File: config.mk
export PLATFORM = sky130hd
export DESIGN_NAME = trans_event_counter
export DESIGN_NICKNAME = d
export VERILOG_FILES = /design/src/rtl/trans_event_counter.sv
export SDC_FILE = /design/constraint.sdc
export NUM_CORES = 1
export LEC_CHECK = 0
export ABC_AREA = 1
export BUFFER_PORTS_ARGS = -buffer_cell sky130_fd_sc_hd__buf_4
export CAP_MARGIN = 20
export CORE_MARGIN = 2
export CORE_UTILIZATION = 45
export DETAILED_ROUTE_END_ITERATION = 8
export GPL_TIMING_DRIVEN = 1
export PLACE_DENSITY = 0.61
export SYNTH_ARGS = -nofsm -noshare
export SYNTH_HDL_FRONTEND = slang
export SYNTH_SLANG_ARGS = --single-unit
File: constraint.sdc
create_clock -name clk -period 4.75 [get_ports clk]
set_clock_uncertainty 0.2 [all_clocks]
set_input_delay 0.2375 -clock clk [delete_from_list [all_inputs] [get_ports clk]]
set_output_delay 0.2375 -clock clk [all_outputs]
set_load 0.02 [all_outputs]
File: src/rtl/trans_event_counter.sv
module trans_event_counter #(
  parameter int PHYS_W     = 4,
  parameter int CNT_W      = 32,
  parameter int FIFO_DEPTH = 16   // power of two
) (
  input  logic                          clk,
  input  logic                          rst_n,
  input  logic [PHYS_W-1:0]             in_lines,
  input  logic [3*$clog2(PHYS_W)-1:0]   route_sel,
  input  logic [1:0]                    lane_count,
  input  logic                          tbl_we,
  input  logic [5:0]                    tbl_addr,
  input  logic [2:0]                    tbl_wdata,
  input  logic                          cnt_clear,
  input  logic                          flag_clr,
  input  logic                          cap_rd,
  output logic [CNT_W-1:0]              count,
  output logic                          err_flag,
  output logic                          irq_flag,
  output logic [CNT_W-1:0]              cap_data,
  output logic                          cap_valid,
  output logic                          cap_ovf
);
  localparam int SEL_W = $clog2(PHYS_W);
  localparam int AW    = $clog2(FIFO_DEPTH);
  localparam int TBL_N = 64;
  localparam logic [AW:0] LVL_FULL = (AW+1)'(FIFO_DEPTH);

  logic [PHYS_W-1:0] sync1, sync2;
  logic [2:0]        routed, lane_mask, cur_vec, prev_vec;
  logic [2:0]        tbl [TBL_N];
  logic [2:0]        entry;
  logic              moved, cap_req, cap_push, cap_pop, fifo_full;
  logic [1:0]        act;
  logic [CNT_W-1:0]  fifo_mem [FIFO_DEPTH];
  logic [AW-1:0]     wr_ptr, rd_ptr;
  logic [AW:0]       fifo_level;

  always_ff @(posedge clk) begin
    if (!rst_n) begin
      sync1 <= '0;
      sync2 <= '0;
    end else begin
      sync1 <= in_lines;
      sync2 <= sync1;
    end
  end

  for (genvar k = 0; k < 3; k++) begin : g_route
    assign routed[k] = sync2[route_sel[k*SEL_W +: SEL_W]];
  end

  assign lane_mask = (lane_count == 2'd1) ? 3'b001 :
                     (lane_count == 2'd2) ? 3'b011 : 3'b111;
  assign cur_vec   = routed & lane_mask;

  always_ff @(posedge clk) begin
    if (!rst_n) prev_vec <= '0;
    else        prev_vec <= cur_vec;
  end

  always_ff @(posedge clk) begin
    if (!rst_n) begin
      for (int i = 0; i < TBL_N; i++) tbl[i] <= '0;
    end else if (tbl_we) begin
      tbl[tbl_addr] <= tbl_wdata;
    end
  end

  assign moved   = (prev_vec != cur_vec);
  assign entry   = tbl[{prev_vec, cur_vec}];
  assign act     = moved ? entry[1:0] : 2'b00;
  assign cap_req = moved & entry[2];

  always_ff @(posedge clk) begin
    if (!rst_n)         count <= '0;
    else if (cnt_clear) count <= '0;
    else begin
      case (act)
        2'b01:   count <= count + CNT_W'(1);
        2'b10:   count <= count - CNT_W'(1);
        default: count <= count;
      endcase
    end
  end

  assign fifo_full = (fifo_level == LVL_FULL);
  assign cap_push  = cap_req & ~fifo_full;
  assign cap_pop   = cap_rd & cap_valid;
  assign cap_valid = (fifo_level != '0);
  assign cap_data  = fifo_mem[rd_ptr];

  always_ff @(posedge clk) begin
    if (cap_push) fifo_mem[wr_ptr] <= count;
  end

  always_ff @(posedge clk) begin
    if (!rst_n) begin
      wr_ptr     <= '0;
      rd_ptr     <= '0;
      fifo_level <= '0;
    end else begin
      if (cap_push) wr_ptr <= wr_ptr + AW'(1);
      if (cap_pop)  rd_ptr <= rd_ptr + AW'(1);
      case ({cap_push, cap_pop})
        2'b10:   fifo_level <= fifo_level + (AW+1)'(1);
        2'b01:   fifo_level <= fifo_level - (AW+1)'(1);
        default: fifo_level <= fifo_level;
      endcase
    end
  end

  always_ff @(posedge clk) begin
    if (!rst_n || flag_clr) begin
      err_flag <= 1'b0;
      irq_flag <= 1'b0;
      cap_ovf  <= 1'b0;
    end else begin
      if (act == 2'b11)         err_flag <= 1'b1;
      if (cap_req)              irq_flag <= 1'b1;
      if (cap_req && fifo_full) cap_ovf  <= 1'b1;
    end
  end
endmodule

# Word level (Yosys, flattened, before mapping)
# Memory sizes are Yosys's and may differ from the RTL's. A register that Yosys moved wholly into a read port is not among the register bits.
# Cells that the tools add are included.
totals:
  latchBits: 0
  output_inout_bits: 68
  reg_bits: 59
  in_bits: 27
  memories: 2
  mem_bits_rw: 704
  elab_cells: 66
  mem_bits_ro: 0
op_classes:
  mul: 0
  bitwise: 6
  n_reduce_logical: 8
  div: 0
  order_cmp: 3
  n_shift: 0
  mux: 22
  n_eq_ne: 9
  add_sub_neg: 6
memory_table:
  columns: ["name", "depth", "width", "read_ports", "rd_clocked_by_memory_dff", "wr", "line_no", "rtl"]
  rows:
  - ["fifo_mem", 16, 32, 1, 1, 1, "35", "logic [CNT_W-1:0] fifo_mem [FIFO_DEPTH];"]
  - ["tbl", 64, 3, 1, 0, 64, "31", "logic [2:0] tbl [TBL_N];"]
ops:
  columns: ["operator", "count"]
  rows:
  - ["$pmux W32 S2", 1]
  - ["$add A32 B1 Y32 const B", 1]
  - ["$sub A32 B1 Y32 const B", 1]
  - ["$mux W1", 10]
  - ["$pmux W5 S2", 1]
  - ["$lt A2 B3 Y1 const B", 3]
  - ["$mux W3", 3]
  - ["$add A4 B1 Y4 const B", 2]
  - ["$eq A2 B2 Y1 const B", 4]
  - ["$mux W4", 2]
  - ["$bmux W1 S2", 3]
  - ["$eq A2 B1 Y1 const B", 3]
  - ["$mux W6", 1]
  - ["$add A5 B1 Y5 const B", 1]
  - ["$eq A5 B5 Y1 const B", 1]
  - ["$reduce_bool A5 Y1", 1]
  - ["$sub A5 B1 Y5 const B", 1]
  - ["$reduce_bool A2 Y1", 2]
  - ["$and A1 B1 Y1", 3]
  - ["$and A3 B3 Y3", 1]
  - ["$ne A3 B3 Y1", 1]
  - ["$reduce_or A3 Y1", 1]
  - ["$mux W2", 1]
  - ["$not A1 Y1", 2]
  - ["4 further kinds", 4]

# Depth between registers and ports, before layout
logic_depth:
  depth_word: 9
  ltp_mapped: 34

# Worst setup path after synthesis
# Ideal clock, no wire load.
synth_path:
  path_type: "reg-to-reg"
  from: "reg sync2[1]"
  to: "reg count[28]"
  arrival_ns: 3.684
  path_buffers: 4
  setup_time_ns: 0.113
  stages_incl_launch_ff: 32
  slack_ns: 0.753
  required_ns: 4.437
  cell_sequence: "dfxtp_1 inv_1 nand2_1 nand3_1 nand2_1 nand2_1 buf_2 buf_1 nand3_1 nand3_1 nand2_1 a31o_2 nand3_1 a31oi_1 ha_1 buf_6 buf_8 nor2_1 nor2_1 ha_1 a21oi_1 nand3b_1 nand2_1 a21o_1 a21oi_2 o21ai_2 nand2_1 nand2_1 nand2_1 nand2_1 o21ai_1 inv_1"
synth_between:
  elab_chain_len: 7
synth_lines:
  columns: ["element", "line_no", "rtl"]
  rows:
  - ["start, declared", "29", "logic [PHYS_W-1:0] sync1, sync2;"]
  - ["start signal, assigned", "45", "sync2 <= sync1;"]
  - ["$bmux W1 S2", "50", "assign routed[k] = sync2[route_sel[k*SEL_W +: SEL_W]];"]
  - ["$mux W1 (implied by the code)", "50", null]
  - ["$and A3 B3 Y3 *", "55", "assign cur_vec = routed & lane_mask;"]
  - ["$mem_v2 Z64 W3 / $ne A3 B3 Y1 (equally long branches)", null, null]
  - ["$mux W2 *", "72", "assign act = moved ? entry[1:0] : 2'b00;"]
  - ["$eq A2 B2 Y1 / $eq A2 B1 Y1 (equally long branches)", "79", "case (act)"]
  - ["$pmux W32 S2 / $reduce_bool A2 Y1 (equally long branches)", null, null]
  - ["end signal, assigned", "80", "2'b01: count <= count + CNT_W'(1);"]
  - ["end signal, assigned", "81", "2'b10: count <= count - CNT_W'(1);"]
  - ["end signal, assigned", "82", "default: count <= count;"]
  - ["end, declared", "17", "output logic [CNT_W-1:0] count,"]
# Mark *: on every way between the ends. The rest lies on a longest branch, timed or not. The select of a mux whose other input is x is not followed.
# A chain may end at the register's enable or synchronous reset.

# Final worst setup path
layout_path:
  from: "reg sync2[1]"
  to: "reg count[16]"
# The elaborated chain is that of the path after synthesis.

==> qor.yml <==
h-tree-depth: 3
grt_overflow: 0
required_ns: 5.06
placed_cells: 4071
grt_pass1_wl_um: 138000
wire_per_inst_um: 21.1
clockBufferDepth: 3
synthXorXnorAreaFrac_pct: 0.709
die_y_um: 280
die_area_um2: 78300
cts_buffers: 81
start_util_pct: 45.2
portBuffers: 94
n_antenna_cell: 0
viasPerCell: 5.60
status: "complete, no violations"
synthCells: 3106
final_antenna_net_count: 0
drive_gt1_share_pct: 12.1
setup_violations: 0
vias: 23700
synth_mux_area_share_pct: 3.74
grt_setup_unrepaired: "yes"
dieWidth_um: 280
slowest_stage: "dfxtp_1"
gr-usage-all-layers_pct: 22.8
max_stage_delay_ns: 0.34
synthAdderAreaFrac_pct: 0.606
relSlewSlack_pct: 26.3
dr.pass1.iters: 5
p_per_area_nw_per_um2: 484
std_cell_rows: 101
area_growth_pct: 14.4
synth_top_area_share_pct: 61.7
yosysTopAreaCell: "edfxtp_1"
hold_class: "in -> reg"
placed_area_um2: 36300
startpoint_type: "flop"
stdcell_count: 4236
finalCritPeriodShare_pct: 92.2
io_pins: 95
yosys_warnings: 0
drc: 0
synth_top_flop_cell: "edfxtp_1"
synth-seq-area-share_pct: 65.4
ys_top_cells_by_area: "edfxtp_1 (62%), nand2_1 (5.1%), mux2i_1 (3.7%)"
antenna_found_initial: 1
drt_wl_total_um: 89300
synthesis.nets: 3149
dp_hpwl_um: 53300
syn_area_per_cell_um2: 11.0
worstSetupPathType: "reg -> reg"
cts_tree: "built"
path_clk_slew_ns: 0.06
finalInstanceArea_um2: 39200
ys_async_sr_fraction_pct: 0
synth.distinct_cells: 54
mappedNetlistArea_um2: 34200
finalNetCount: 3238
cts_sinks: 767
clock_latency_ns: 0.63
synth_top_family_by_area: "simple AND/OR/NAND/NOR gates"
maxCapViolCount: 0
synth_common_cells: "edfxtp_1 (704), nand2_1 (467), nor2_1 (319)"
worstMarginPinSlew_ns: 1.10
dr.first_iter.drc_count: 2370
yosysMostFrequentCell: "edfxtp_1"
slew_viol_final: 0
fmax_ghz: 0.228
gp_congestion: 0.893
grt_max_degree: 129
synth-seq-cells: 767
vdd_ir_drop_max_v: 0.000292
core_area_um2: 75700
path_max_fanout: 13
clockRootBuffer: "clkbuf_16"
hold_violations: 0
power_mw: 19.0
fin_crit_ns: 4.38
end_kind: "flop"
synth_edf_count: 704
grt_pass1_vias: 23700
critPathArrivalTime_ns: 4.69
synth_simple_gate_area_share_pct: 13.2
leakagePower_nw: 14.8
synth_compound_area_share_pct: 10.5
path_common_cell: "nand2_1"
==> worst max-delay path: cells and delay by family (launching register included) <==
kind / cells / cell delay, ns
AND/OR/NAND/NOR: 15 / 1.42
AO/OA/AOI/OAI: 8 / 1.31
buffers and inverters: 5 / 0.51
adder cells (fa/ha/maj): 2 / 0.47
flip-flops: 1 / 0.34
==> per-layer routing <==
| metal | global-route usage, % | part of all wire [%] | wire length (um) |
|---|---|---|---|
| met5 | 0 | 0 | 0 |
| met4 | 5.51 | 1.9 | 1650 |
| met3 | 3.38 | 6.7 | 6020 |
| met2 | 37.9 | 48 | 42500 |
| met1 | 31.5 | 44 | 39100 |
==> stage by stage <==
stage          setup TNS [ns]  utilization [%]  setup WS (ns)  hold WS (ns)
5_1_grt               -0.0110             51.8        -0.0110        0.0637
4_1_cts                     0             51.6          0.354        0.0262
6_report                    0             51.8          0.371        0.0627
3_3_place_gp                0             47.9          0.391         0.200
2_1_floorplan               0                -          0.753         0.135
3_5_place_dp                0             47.9          0.343         0.201
==> flip-flops by register name (all words and copies together), names as in the netlist, named ones only <==
name / count
tbl: 192
fifo_level: 5
prev_vec: 3
rd_ptr: 4
cap_ovf: 1
sync1: 4
sync2: 4
err_flag: 1
irq_flag: 1
count: 32
wr_ptr: 4
fifo_mem: 512
==> repair_timing <==
item / 4_1_cts / 5_1_grt
setup endpoints to repair: 0 / 10
hold buffers: 13 / 0
endpoints found under the hold margin: 42 / 0
buffers inserted: 0 / 1
gates resized for setup: 0 / 7
==> layout make-up <==
cell class,instances,area (um^2)
Tap cell,978,1220
Clock inverter,44,458
Timing Repair Buffer,179,1710
Inverter,311,1170
Sequential cell,767,22400
Fill cell,6512,36500
Clock buffer,102,2200
Multi-Input combinational cell,1855,10000
==> kinds of logic after synthesis <==
logic type                 Yosys count
adders and majority gates           16
buffers and inverters              484
xor gates and xnor gates            26
and+or+nand+nor                   1067
muxes                              128
AOI/OAI and AO/OA                  618
DFF                                767
==> report_power, final <==
group          internal, mW  leakage, nW  switching, mW  total, mW
Combinational          1.49         6.25           2.76       4.26
Sequential             7.87         7.24          0.510       8.38
Clock                  3.72         1.29           2.62       6.34
Total                  13.1         14.8           5.89       19.0
==> cells in the final DEF, fill, tap and decap left out, drive strengths merged <==
| master | n |
|---|---|
| nand3 | 199 |
| nand3b | 6 |
| ha | 15 |
| o22ai | 4 |
| o21bai | 1 |
| o21ba | 1 |
| nand2 | 479 |
| nor2 | 340 |
| mux2i | 128 |
| a31oi | 5 |
| clkinv | 31 |
| o211ai | 160 |
| o221ai | 1 |
| nand4 | 9 |
| buf | 164 |
| inv | 314 |
| bufinv | 8 |
| clkinvlp | 2 |
| o21ai | 240 |
| a21boi | 5 |
| a21o | 3 |
| and2 | 1 |
| or2 | 14 |
| dfxtp | 63 |
| a221oi | 1 |
| a211oi | 2 |
| clkbuf | 104 |
| xor2 | 18 |
| a21oi | 191 |
| nor3 | 16 |
| edfxtp | 704 |
| xnor2 | 8 |
| dlygate4sd3 | 13 |
| o32ai | 1 |
| a31o | 2 |
| nor4 | 3 |
| o31ai | 1 |
| fa | 1 |
==> final timing paths <==
check        slack, ns        start  depth (start not counted)    endpoint
min               0.06  tbl_addr[2]                          5  tbl[37][1]
max               0.37     sync2[1]                         30   count[16]
min reg2reg       0.22     sync1[0]                          2    sync2[0]
max reg2reg       0.37     sync2[1]                         30   count[16]
(Power assumes the default switching activity.)
